==> src/rtl/tach_pkg.sv <==
`timescale 1ns/1ps
// Shared constants for the tachometer capture timer: register indices,
// flag positions and control-bit positions. Assumes two channels.
package tach_pkg;
    localparam int NCH       = 2;
    localparam int REG_AW    = 4;
    localparam int FLAG_W    = 6;
    localparam logic [FLAG_W-1:0] CLR_ALL = 6'h3F;

    // Register indices (halfword addressing)
    localparam int ADDR_CNT0   = 0;   // + channel
    localparam int ADDR_CAP0   = 2;   // + channel
    localparam int ADDR_CMP0   = 4;   // + channel
    localparam int ADDR_PSC    = 6;
    localparam int ADDR_CLKSEL = 7;
    localparam int ADDR_CMPCFG = 8;
    localparam int ADDR_PEND   = 9;
    localparam int ADDR_IEN    = 10;
    localparam int ADDR_CLR    = 11;
    localparam int ADDR_EDGE   = 12;

    // Bit position of the clock-select bit for a channel
    function automatic int clksel_bit(input int ch);
        return 3 * ch;
    endfunction

    // Bit position of the equal-compare enable for a channel
    function automatic int eqen_bit(input int ch);
        return 2 + 4 * ch;
    endfunction

    // Pending/enable/clear position of a channel's capture flag
    function automatic int cap_flag(input int ch);
        return ch;
    endfunction

    // Pending/enable/clear position of a channel's timeout flag
    function automatic int to_flag(input int ch);
        return 4 + ch;
    endfunction
endpackage

==> src/rtl/tach_prescaler.sv <==
`timescale 1ns/1ps
// Divides the bus clock into a one-cycle tick every (div + 1) cycles.
// Assumes restart is pulsed whenever div is rewritten.
module tach_prescaler #(
    parameter int PSC_W = 8
) (
    input  logic             clk,
    input  logic             rst_n,
    input  logic [PSC_W-1:0] div,
    input  logic             restart,
    output logic             tick
);
    logic [PSC_W-1:0] div_cnt;

    assign tick = (div_cnt == div);

    // Free-running divider counter, wraps after reaching div
    always_ff @(posedge clk) begin
        if (!rst_n)                 div_cnt <= '0;
        else if (restart || tick)   div_cnt <= '0;
        else                        div_cnt <= div_cnt + 1'b1;
    end
endmodule

==> src/rtl/tach_channel.sv <==
`timescale 1ns/1ps
// One tach channel: input synchroniser, edge select, down-counter with
// capture-and-reload, and equal-compare timeout detection.
// Assumes tach_in is asynchronous; events are single-cycle pulses.
module tach_channel #(
    parameter int CNT_W = 16
) (
    input  logic             clk,
    input  logic             rst_n,
    input  logic             tick,
    input  logic             run_en,
    input  logic             rise_sel,
    input  logic             tach_in,
    input  logic             eq_en,
    input  logic [CNT_W-1:0] cmp_val,
    input  logic             load,
    input  logic [CNT_W-1:0] load_val,
    input  logic             reload_all,
    output logic [CNT_W-1:0] cnt,
    output logic [CNT_W-1:0] cap,
    output logic             cap_evt,
    output logic             to_evt
);
    localparam logic [CNT_W-1:0] RELOAD = {CNT_W{1'b1}};

    logic [2:0]       sync_q;
    logic             fall_hit, rise_hit;
    logic [CNT_W-1:0] cnt_dec;

    assign fall_hit = sync_q[2] & ~sync_q[1];
    assign rise_hit = ~sync_q[2] & sync_q[1];
    assign cap_evt  = run_en & (rise_sel ? rise_hit : fall_hit);
    assign cnt_dec  = cnt - CNT_W'(1);
    assign to_evt   = run_en & tick & eq_en & (cnt_dec == cmp_val);

    // Two-flop synchroniser plus one history flop for edge detection
    always_ff @(posedge clk) begin
        if (!rst_n) sync_q <= '0;
        else        sync_q <= {sync_q[1:0], tach_in};
    end

    // Counter: clear-all, then capture reload, then software load, then tick
    always_ff @(posedge clk) begin
        if (!rst_n)               cnt <= RELOAD;
        else if (reload_all)      cnt <= RELOAD;
        else if (cap_evt)         cnt <= RELOAD;
        else if (load)            cnt <= load_val;
        else if (run_en && tick)  cnt <= cnt_dec;
    end

    // Capture register latches the live count on the selected edge
    always_ff @(posedge clk) begin
        if (!rst_n)       cap <= '0;
        else if (cap_evt) cap <= cnt;
    end
endmodule

==> src/rtl/tach_capture_timer.sv <==
`timescale 1ns/1ps
// Dual-channel tachometer capture timer top: register file, shared
// prescaler, two channels, sticky pending flags and the interrupt.
// Assumes CNT_W is a multiple of 8 and PSC_W <= 8.
module tach_capture_timer
    import tach_pkg::*;
#(
    parameter int CNT_W = 16,
    parameter int PSC_W = 8
) (
    input  logic                clk,
    input  logic                rst_n,
    input  logic [REG_AW-1:0]   reg_addr,
    input  logic                reg_wr,
    input  logic [CNT_W/8-1:0]  reg_be,
    input  logic [CNT_W-1:0]    reg_wdata,
    output logic [CNT_W-1:0]    reg_rdata,
    input  logic                tach_a,
    input  logic                tach_b,
    output logic                irq
);
    localparam int BE_W  = CNT_W / 8;
    localparam int NREGS = 2 ** REG_AW;

    logic [NREGS-1:0]            wr_sel;
    logic [PSC_W-1:0]            psc_q;
    logic [NCH-1:0]              en_q, eqen_q, rise_q, tach_v;
    logic [FLAG_W-1:0]           pend_q, ien_q, set_vec, clr_mask;
    logic [CNT_W-1:0]            cmp_q [NCH];
    logic [NCH-1:0][CNT_W-1:0]   cnt_v, cap_v;
    logic [NCH-1:0]              load_v, cap_evt_v, to_evt_v;
    logic                        tick, clr_hit, clear_all;

    // Replace only the strobed bytes of a register
    function automatic logic [CNT_W-1:0] merge_bytes(
        input logic [CNT_W-1:0] old_v,
        input logic [CNT_W-1:0] new_v,
        input logic [BE_W-1:0]  be
    );
        merge_bytes = old_v;
        for (int b = 0; b < BE_W; b++)
            if (be[b]) merge_bytes[8*b +: 8] = new_v[8*b +: 8];
    endfunction

    assign wr_sel    = reg_wr ? (NREGS'(1) << reg_addr) : '0;
    assign tach_v    = {tach_b, tach_a};
    assign clr_hit   = wr_sel[ADDR_CLR] && reg_be[0];
    assign clr_mask  = clr_hit ? reg_wdata[FLAG_W-1:0] : '0;
    assign clear_all = clr_hit && (reg_wdata[FLAG_W-1:0] == CLR_ALL);
    assign irq       = |(pend_q & ien_q);

    tach_prescaler #(.PSC_W(PSC_W)) u_psc (
        .clk     (clk),
        .rst_n   (rst_n),
        .div     (psc_q),
        .restart (wr_sel[ADDR_PSC] && reg_be[0]),
        .tick    (tick)
    );

    for (genvar g = 0; g < NCH; g++) begin : g_ch
        assign load_v[g] = wr_sel[ADDR_CNT0 + g] && (|reg_be);

        tach_channel #(.CNT_W(CNT_W)) u_ch (
            .clk        (clk),
            .rst_n      (rst_n),
            .tick       (tick),
            .run_en     (en_q[g]),
            .rise_sel   (rise_q[g]),
            .tach_in    (tach_v[g]),
            .eq_en      (eqen_q[g]),
            .cmp_val    (cmp_q[g]),
            .load       (load_v[g]),
            .load_val   (merge_bytes(cnt_v[g], reg_wdata, reg_be)),
            .reload_all (clear_all),
            .cnt        (cnt_v[g]),
            .cap        (cap_v[g]),
            .cap_evt    (cap_evt_v[g]),
            .to_evt     (to_evt_v[g])
        );
    end

    // Gather per-channel events into flag positions
    always_comb begin
        set_vec = '0;
        for (int ch = 0; ch < NCH; ch++) begin
            set_vec[cap_flag(ch)] = cap_evt_v[ch];
            set_vec[to_flag(ch)]  = to_evt_v[ch];
        end
    end

    // Control registers and sticky pending flags (set beats clear)
    always_ff @(posedge clk) begin
        if (!rst_n) begin
            psc_q  <= '0;
            en_q   <= '0;
            eqen_q <= '0;
            rise_q <= '0;
            ien_q  <= '0;
            pend_q <= '0;
            for (int ch = 0; ch < NCH; ch++) cmp_q[ch] <= '0;
        end else begin
            if (wr_sel[ADDR_PSC] && reg_be[0])    psc_q <= reg_wdata[PSC_W-1:0];
            if (wr_sel[ADDR_IEN] && reg_be[0])    ien_q <= reg_wdata[FLAG_W-1:0];
            for (int ch = 0; ch < NCH; ch++) begin
                if (wr_sel[ADDR_CLKSEL] && reg_be[0]) en_q[ch]   <= reg_wdata[clksel_bit(ch)];
                if (wr_sel[ADDR_CMPCFG] && reg_be[0]) eqen_q[ch] <= reg_wdata[eqen_bit(ch)];
                if (wr_sel[ADDR_EDGE] && reg_be[0])   rise_q[ch] <= reg_wdata[ch];
                if (wr_sel[ADDR_CMP0 + ch])
                    cmp_q[ch] <= merge_bytes(cmp_q[ch], reg_wdata, reg_be);
            end
            pend_q <= (pend_q & ~clr_mask) | set_vec;
        end
    end

    // Combinational read mux
    always_comb begin
        reg_rdata = '0;
        for (int ch = 0; ch < NCH; ch++) begin
            if (reg_addr == REG_AW'(ADDR_CNT0 + ch)) reg_rdata = cnt_v[ch];
            if (reg_addr == REG_AW'(ADDR_CAP0 + ch)) reg_rdata = cap_v[ch];
            if (reg_addr == REG_AW'(ADDR_CMP0 + ch)) reg_rdata = cmp_q[ch];
            if (reg_addr == REG_AW'(ADDR_CLKSEL))    reg_rdata[clksel_bit(ch)] = en_q[ch];
            if (reg_addr == REG_AW'(ADDR_CMPCFG))    reg_rdata[eqen_bit(ch)]   = eqen_q[ch];
            if (reg_addr == REG_AW'(ADDR_EDGE))      reg_rdata[ch]             = rise_q[ch];
        end
        if (reg_addr == REG_AW'(ADDR_PSC))  reg_rdata[PSC_W-1:0]  = psc_q;
        if (reg_addr == REG_AW'(ADDR_PEND)) reg_rdata[FLAG_W-1:0] = pend_q;
        if (reg_addr == REG_AW'(ADDR_IEN))  reg_rdata[FLAG_W-1:0] = ien_q;
    end
endmodule

==> config.mk <==
export PLATFORM = sky130hd
export DESIGN_NAME = tach_capture_timer
export DESIGN_NICKNAME = d
export VERILOG_FILES = /design/src/rtl/tach_pkg.sv /design/src/rtl/tach_prescaler.sv /design/src/rtl/tach_channel.sv /design/src/rtl/tach_capture_timer.sv
export SDC_FILE = /design/constraint.sdc
export NUM_CORES = 1
export LEC_CHECK = 0
export BUFFER_PORTS_ARGS = -buffer_cell sky130_fd_sc_hd__clkbuf_2
export CAP_MARGIN = 40
export CORE_UTILIZATION = 25
export DETAILED_ROUTE_END_ITERATION = 7
export SLEW_MARGIN = 30
export SYNTH_ARGS = -nofsm -noshare
export SYNTH_HDL_FRONTEND = slang
export SYNTH_SLANG_ARGS = --single-unit
export TNS_END_PERCENT = 10
==> constraint.sdc <==
create_clock -name clk -period 2.69 [get_ports clk]
set_input_delay 0.4035 -clock clk [delete_from_list [all_inputs] [get_ports clk]]
set_output_delay 0.4035 -clock clk [all_outputs]
set_load 0.01 [all_outputs]
After elaboration in Yosys (flattened, before gate mapping)
Memory sizes are Yosys's and may differ from the RTL's.
Cells that the tools add are included.
{"block": "op_classes", "addsub": 3, "eq_ne": 19, "shift": 1, "n_mux": 46, "bitwise_logic": 23, "reduce_logical": 24}
{"cell": "$mux W16", "n": 12}
{"cell": "$mux W8", "n": 15}
{"cell": "$eq A16 B16 Y1", "n": 2}
{"cell": "$sub A16 B1 Y16 const B", "n": 2}
{"cell": "$mux W6", "n": 3}
{"cell": "$eq A4 B3 Y1 const B", "n": 4}
{"cell": "$eq A4 B4 Y1 const B", "n": 4}
{"cell": "$mux W1", "n": 15}
{"cell": "$mux W13", "n": 1}
{"cell": "$shl A1 B4 Y13 const A", "n": 1}
{"cell": "$and A1 B1 Y1", "n": 12}
{"cell": "$and A6 B6 Y6", "n": 2}
{"cell": "$logic_and A1 B1 Y1", "n": 11}
{"cell": "$add A8 B1 Y8 const B", "n": 1}
{"cell": "$eq A4 B2 Y1 const B", "n": 2}
{"cell": "$eq A8 B8 Y1", "n": 1}
{"cell": "$ne A2 B2 Y1 const B", "n": 4}
{"cell": "$reduce_and A2 Y1", "n": 4}
{"cell": "$eq A6 B6 Y1 const B", "n": 1}
{"cell": "$not A6 Y6", "n": 1}
{"cell": "$or A6 B6 Y6", "n": 1}
{"cell": "$reduce_or A3 Y1", "n": 2}
{"cell": "$reduce_or A6 Y1", "n": 1}
{"cell": "$not A1 Y1", "n": 5}
{"cell": "other kinds (6)", "n": 9}
{"block": "word_totals", "register_bits": 104, "mem_bits_rw": 32, "elab_cells": 132, "mem_count": 1}
{"memory": "cmp_q", "depth": 2, "width": 16, "read_ports": 2, "rd_clocked_by_memory_dff": 0, "write_ports": 2, "line_no": "tach_capture_timer.sv:29", "rtl": "logic [CNT_W-1:0] cmp_q [NCH];"}

Depth between registers and ports, before layout
{"block": "depth", "ltp_word": 13, "mapped_depth": 9, "depth_no_buf": 8}

Cells and area by module
Synthesis repeated with hierarchy kept, for this count alone.
{"block": "unflattened", "cells_unflattened": 1013, "area_unflattened_um2": 8552.0}
{"mod": "tach_channel", "instances": 2, "cells_per_inst": 252, "area_per_inst_um2": 2112.0, "seq_area_each_um2": 700.7}
{"mod": "tach_capture_timer", "instances": 1, "cells_per_inst": 462, "area_per_inst_um2": 3860.0, "seq_area_each_um2": 1481.4}
{"mod": "tach_prescaler", "instances": 1, "cells_per_inst": 47, "area_per_inst_um2": 467.9, "seq_area_each_um2": 160.2}

Worst setup path before layout
Ideal clock, no wire load.
{"block": "synth_path", "path_kind": "input to register", "startpoint": "in reg_addr[2]", "endpoint": "mem cmp_q[1][0], in the netlist cmp_q[0][16] (enable)", "setup_ns": 0.384, "arrival_time_ns": 2.413, "required_ns": 2.306, "path_slack_ns": -0.108, "cell_stages": 6, "cell_sequence": "clkbuf_1 > clkbuf_1 > clkbuf_1 > nand3_1 > clkbuf_1 > o21ai_0"}
{"item": "start: declaration", "line_no": "tach_capture_timer.sv:13", "rtl": "input logic [REG_AW-1:0] reg_addr,"}
{"item": "end: declaration", "line_no": "tach_capture_timer.sv:29"}

Worst setup path in the final report
{"block": "layout_path", "startpoint": "in reg_addr[0]", "endpoint": "out reg_rdata[1]"}
{"block": "layout_between", "elab_chain_len": 11, "word_cells_on_any_way": 20, "cone_classes": "eq/ne (9); mux (10); reduce/logical (1)"}
{"item": "$logic_not A4 Y1", "line_no": "tach_capture_timer.sv:119", "rtl": "if (reg_addr == REG_AW'(ADDR_CNT0 + ch)) reg_rdata = cnt_v[ch];"}
{"item": "$mux W16", "line_no": "tach_capture_timer.sv:119"}
{"item": "$mux W16", "line_no": "tach_capture_timer.sv:120", "rtl": "if (reg_addr == REG_AW'(ADDR_CAP0 + ch)) reg_rdata = cap_v[ch];"}
{"item": "$mux W16", "line_no": "tach_capture_timer.sv:121", "rtl": "if (reg_addr == REG_AW'(ADDR_CMP0 + ch)) reg_rdata = cmp_q[ch];"}
{"item": "$mux W16", "line_no": "tach_capture_timer.sv:119"}
{"item": "$mux W16", "line_no": "tach_capture_timer.sv:120"}
{"item": "$mux W16", "line_no": "tach_capture_timer.sv:121"}
{"item": "$mux W1", "line_no": "tach_capture_timer.sv:124", "rtl": "if (reg_addr == REG_AW'(ADDR_EDGE)) reg_rdata[ch] = rise_q[ch];"}
{"item": "$mux W8", "line_no": "tach_capture_timer.sv:126", "rtl": "if (reg_addr == REG_AW'(ADDR_PSC)) reg_rdata[PSC_W-1:0] = psc_q;"}
{"item": "$mux W6", "line_no": "tach_capture_timer.sv:127", "rtl": "if (reg_addr == REG_AW'(ADDR_PEND)) reg_rdata[FLAG_W-1:0] = pend_q;"}
{"item": "$mux W6 *", "line_no": "tach_capture_timer.sv:128", "rtl": "if (reg_addr == REG_AW'(ADDR_IEN)) reg_rdata[FLAG_W-1:0] = ien_q;"}
{"item": "end: declaration", "line_no": "tach_capture_timer.sv:17", "rtl": "output logic [CNT_W-1:0] reg_rdata,"}
Every way passes the cells marked *; elsewhere a longest branch is shown, timed or not.

==> impl_metrics.yaml <==
floorplan:
  dieArea_um2: 31000
  die_y_um: 176
  start_util: 0.255
  fp.dieW_um: 176
  io-pin-count: 44
  design.core.area_um2: 29700
  row_count: 63
clock_tree:
  clk_path_buf_depth: 2
  root_buffer: "clkbuf_16"
  cts-buffers-inserted: 17
  htreeDepth: 4
  clk_latency_ns: 0.43
  clk_pin_slew_ns: 0.06
  cts.sinks: 136
  cts_tree: "done"
setup_path:
  cp_max_fo: 11
  cp-start-kind: "input port"
  timing.rr.start: "g_ch[1].u_ch.cnt[0]$_SDFFE_PP1P_"
  reg2reg_slack_ns: 0.14
  worstReg2RegEnd: "pend_q[5]$_SDFF_PN0_"
  path_class: "input port to output port"
  endpoint_kind: "output port"
  required_ns: 2.29
  max_stage_delay_ns: 0.32
  cp_slowest_cell: "a211oi_1"
  rr_worst_depth: 8
  path_common_cell: "clkbuf_2"
  crit_chain: "clkbuf_2 > buf_4 > nor2b_1 > nand2_1 > nor2_1 > a21oi_1 > a211oi_1 > o21ai_0 > clkbuf_2"
  arrival_ns: 2.25
placed_design:
  dp_cells: 1353
  gp_congestion: 0.945
  hpwl_um: 18700
  port_buffers: 43
hold_path:
  holdPathEnd: "g_ch[1].u_ch.sync_q[0]$_SDFF_PN0_"
  hold_class: "input port to register"
  hold_start: "tach_b"
  holdPathStages: 2
route:
  routed_via_density: 5.35
  dr.pass1.iters: 7
  routed_wl_um: 25000
  drt_iter0_drc: 803
  wl_per_cell_um: 18.1
  via_count: 7406
  postRouteAntennaNets: 0
  drc: 0
finish:
  final_common_cell: "nor2_1"
  diodes: 0
  final_cell_mix: "124 x nor2_1, 104 x dfxtp_1, 76 x nand2_1"
  nets: 1012
  drive_gt1_frac: 0.176
  syn2layout_area_growth_pct: 22.2
  fill_cells: 3121
  final_cells: 1385
logic_synthesis:
  synth_cell_type_count: 69
  post_synth_main_area_contributors: "dfxtp_1 27%, edfxtp_1 13%, nor2_1 6.1%, mux2i_1 5.3%, o21ai_0 4.0%"
  synth_nets: 938
  yosys_register_bits: 136
  synthArstFlopShare: 0
  postSynthCellCount: 908
  yosys.area.top_type: "dfxtp_1"
  yosys_warnings: 0
  synth_top_area_share: 0.274
  netlist_area_um2: 7580
  synth_edf_count: 32
  syn_area_per_cell_um2: 8.35
  ys.flop_type: "dfxtp_1"
  yosysSeqAreaShare: 0.401
sta:
  finalCriticalPeriod_ns: 2.65
  drv_slew: 0
  timing.final.crit_share: 0.987
  hold_viol_final: 0
  hold_ws_ns: 0.179
  grt_setup_unrepaired: "yes"
  setup_violations: 0
  max-slew-margin-rel: 0.488
  tightest_slew_ns: 0.764
  finClkSkew_ns: 0.0103
  setup-tns-final_ns: 0
  max_freq_mhz: 377
grt:
  antenna_found_initial: 0
  grt_overflow: 0
  grt_max_degree: 55
  grt_pass1_wl_um: 39200
  grt_pass1_vias: 6957
  grt.total_usage: 0.164
pwr:
  p_leak_uw: 0.00359
  fin_total_pwr_uw: 5020
  power_density_nw_per_um2: 542
  swShare: 0.259
  pwr-share-seq: 0.432
  peakVddDrop_uv: 277
  p_sw_uw: 1300
  clockPowerShare: 0.484
  internal_power_uw: 3720
  comb_power_share: 0.084
job:
  cap_violations: 0
status:
  outcome: "completed"
==> worst max-delay path: cells and delay by family <==
kind,cells,cell delay [ns]
AND/OR/NAND/NOR,3,0.70
AO/OA/AOI/OAI,3,0.57
buffers and inverters,3,0.58
==> through the flow <==
step | util | cell area [um2] | setup slack [ns]
finish | 0.312 | 9270 | 0.0358
global route | 0.312 | 9270 | -0.00146
CTS | 0.311 | 9230 | 0.0929
detailed placement | 0.290 | 8610 | 0.00468
global placement | 0.290 | 8610 | 0.104
floorplan | - | 7580 | -0.108
==> synthesized netlist by cell type, types with 6 or more instances <==
cell type and number:
a211oi_1 13, o211ai_1 10, nand2b_1 12, a31oi_1 27, xor2_1 28, nor4_1 7
and2_1 22, dfxtp_1 104, nand4_1 6, inv_1 12, nor3b_1 8, mux2i_1 40
a32oi_1 13, edfxtp_1 32, o21ai_0 60, o22ai_1 14, clkbuf_1 51, or3_1 8
nand3_1 37, a22oi_1 22, nor2b_1 9, nand2_1 76, nor3_1 20, a222oi_1 8
xnor2_1 26, nor2_1 124, a21oi_1 39, or4_1 6
==> worst max path at each step <==
stage,end,start,slack (ns),cells past startpoint
4_1_cts,pend_q[5]$_SDFF_PN0_,g_ch[1].u_ch.cnt[0]$_SDFFE_PP1P_,0.09,8
5_1_grt,pend_q[5]$_SDFF_PN0_,g_ch[1].u_ch.cnt[0]$_SDFFE_PP1P_,-0.001,6
6_report,reg_rdata[1],reg_addr[0],0.04,9
3_3_place_gp,g_ch[1].u_ch.cnt[0]$_SDFFE_PP1P_,reg_addr[3],0.10,7
3_5_place_dp,pend_q[5]$_SDFF_PN0_,g_ch[1].u_ch.cnt[0]$_SDFFE_PP1P_,0.005,6
2_1_floorplan,cmp_q[0][16]$_SDFFCE_PP0P_,reg_addr[2],-0.11,6
==> final cells by class <==
cell class,instances,area [um2],area share
clock buffers,18,450,0.0486
clock inverters,14,161,0.0174
inverters,13,48.8,0.00527
multi-input cells,698,4310,0.465
flip-flops and latches,136,3040,0.328
well taps,390,488,0.0527
repair buffers,116,763,0.0824
==> layer usage <==
metal | part of all wire | wire length (um) | track usage | up-vias
met4 | 0.024 | 599 | 0.0529 | 0
met1 | 0.45 | 11200 | 0.225 | 3535
met5 | 0 | 0 | 0 | -
met3 | 0.084 | 2110 | 0.0379 | 46
li1 | - | - | - | 3481
met2 | 0.44 | 11100 | 0.253 | 344
==> timing repair <==
action                                  CTS  global route
setup buffers                             0             0
endpoints found under the setup margin    1             5
gates resized for setup                   1             8
pin swaps                                 0             1
hold buffers                              0             0
gates cloned                              0             0
==> power by group through the flow <==
| stage | clock network (uW) | logic [uW] | registers, uW |
|---|---|---|---|
| 4_1_cts | 2460 | 416 | 2170 |
| 6_report | 2430 | 423 | 2170 |
| 2_1_floorplan | 0 | 232 | 2200 |
| 3_5_place_dp | 0 | 413 | 2210 |
| 5_1_grt | 2560 | 456 | 2170 |
| 3_3_place_gp | 0 | 410 | 2210 |
==> sequential cells by signal, summed over array words and instances (netlist names) <==
name / count
ien_q: 6
g_ch.u_ch.cnt: 32
pend_q: 6
en_q: 2
rise_q: 2
cmp_q: 32
psc_q: 8
u_psc.div_cnt: 8
g_ch.u_ch.sync_q: 6
g_ch.u_ch.cap: 32
eqen_q: 2
==> cells by family (layout without fill, tap and decap cells) <==
family	after synthesis	in the layout	synth area share
DFF	136	136	0.401
muxes	41	41	0.0543
AOI/OAI and AO/OA	240	240	0.207
buffers and inverters	74	161	0.0383
and+or+nand+nor	360	360	0.232
xor gates and xnor gates	54	54	0.0624
adders and majority gates	3	3	0.00495
(Power assumes the default switching activity.)
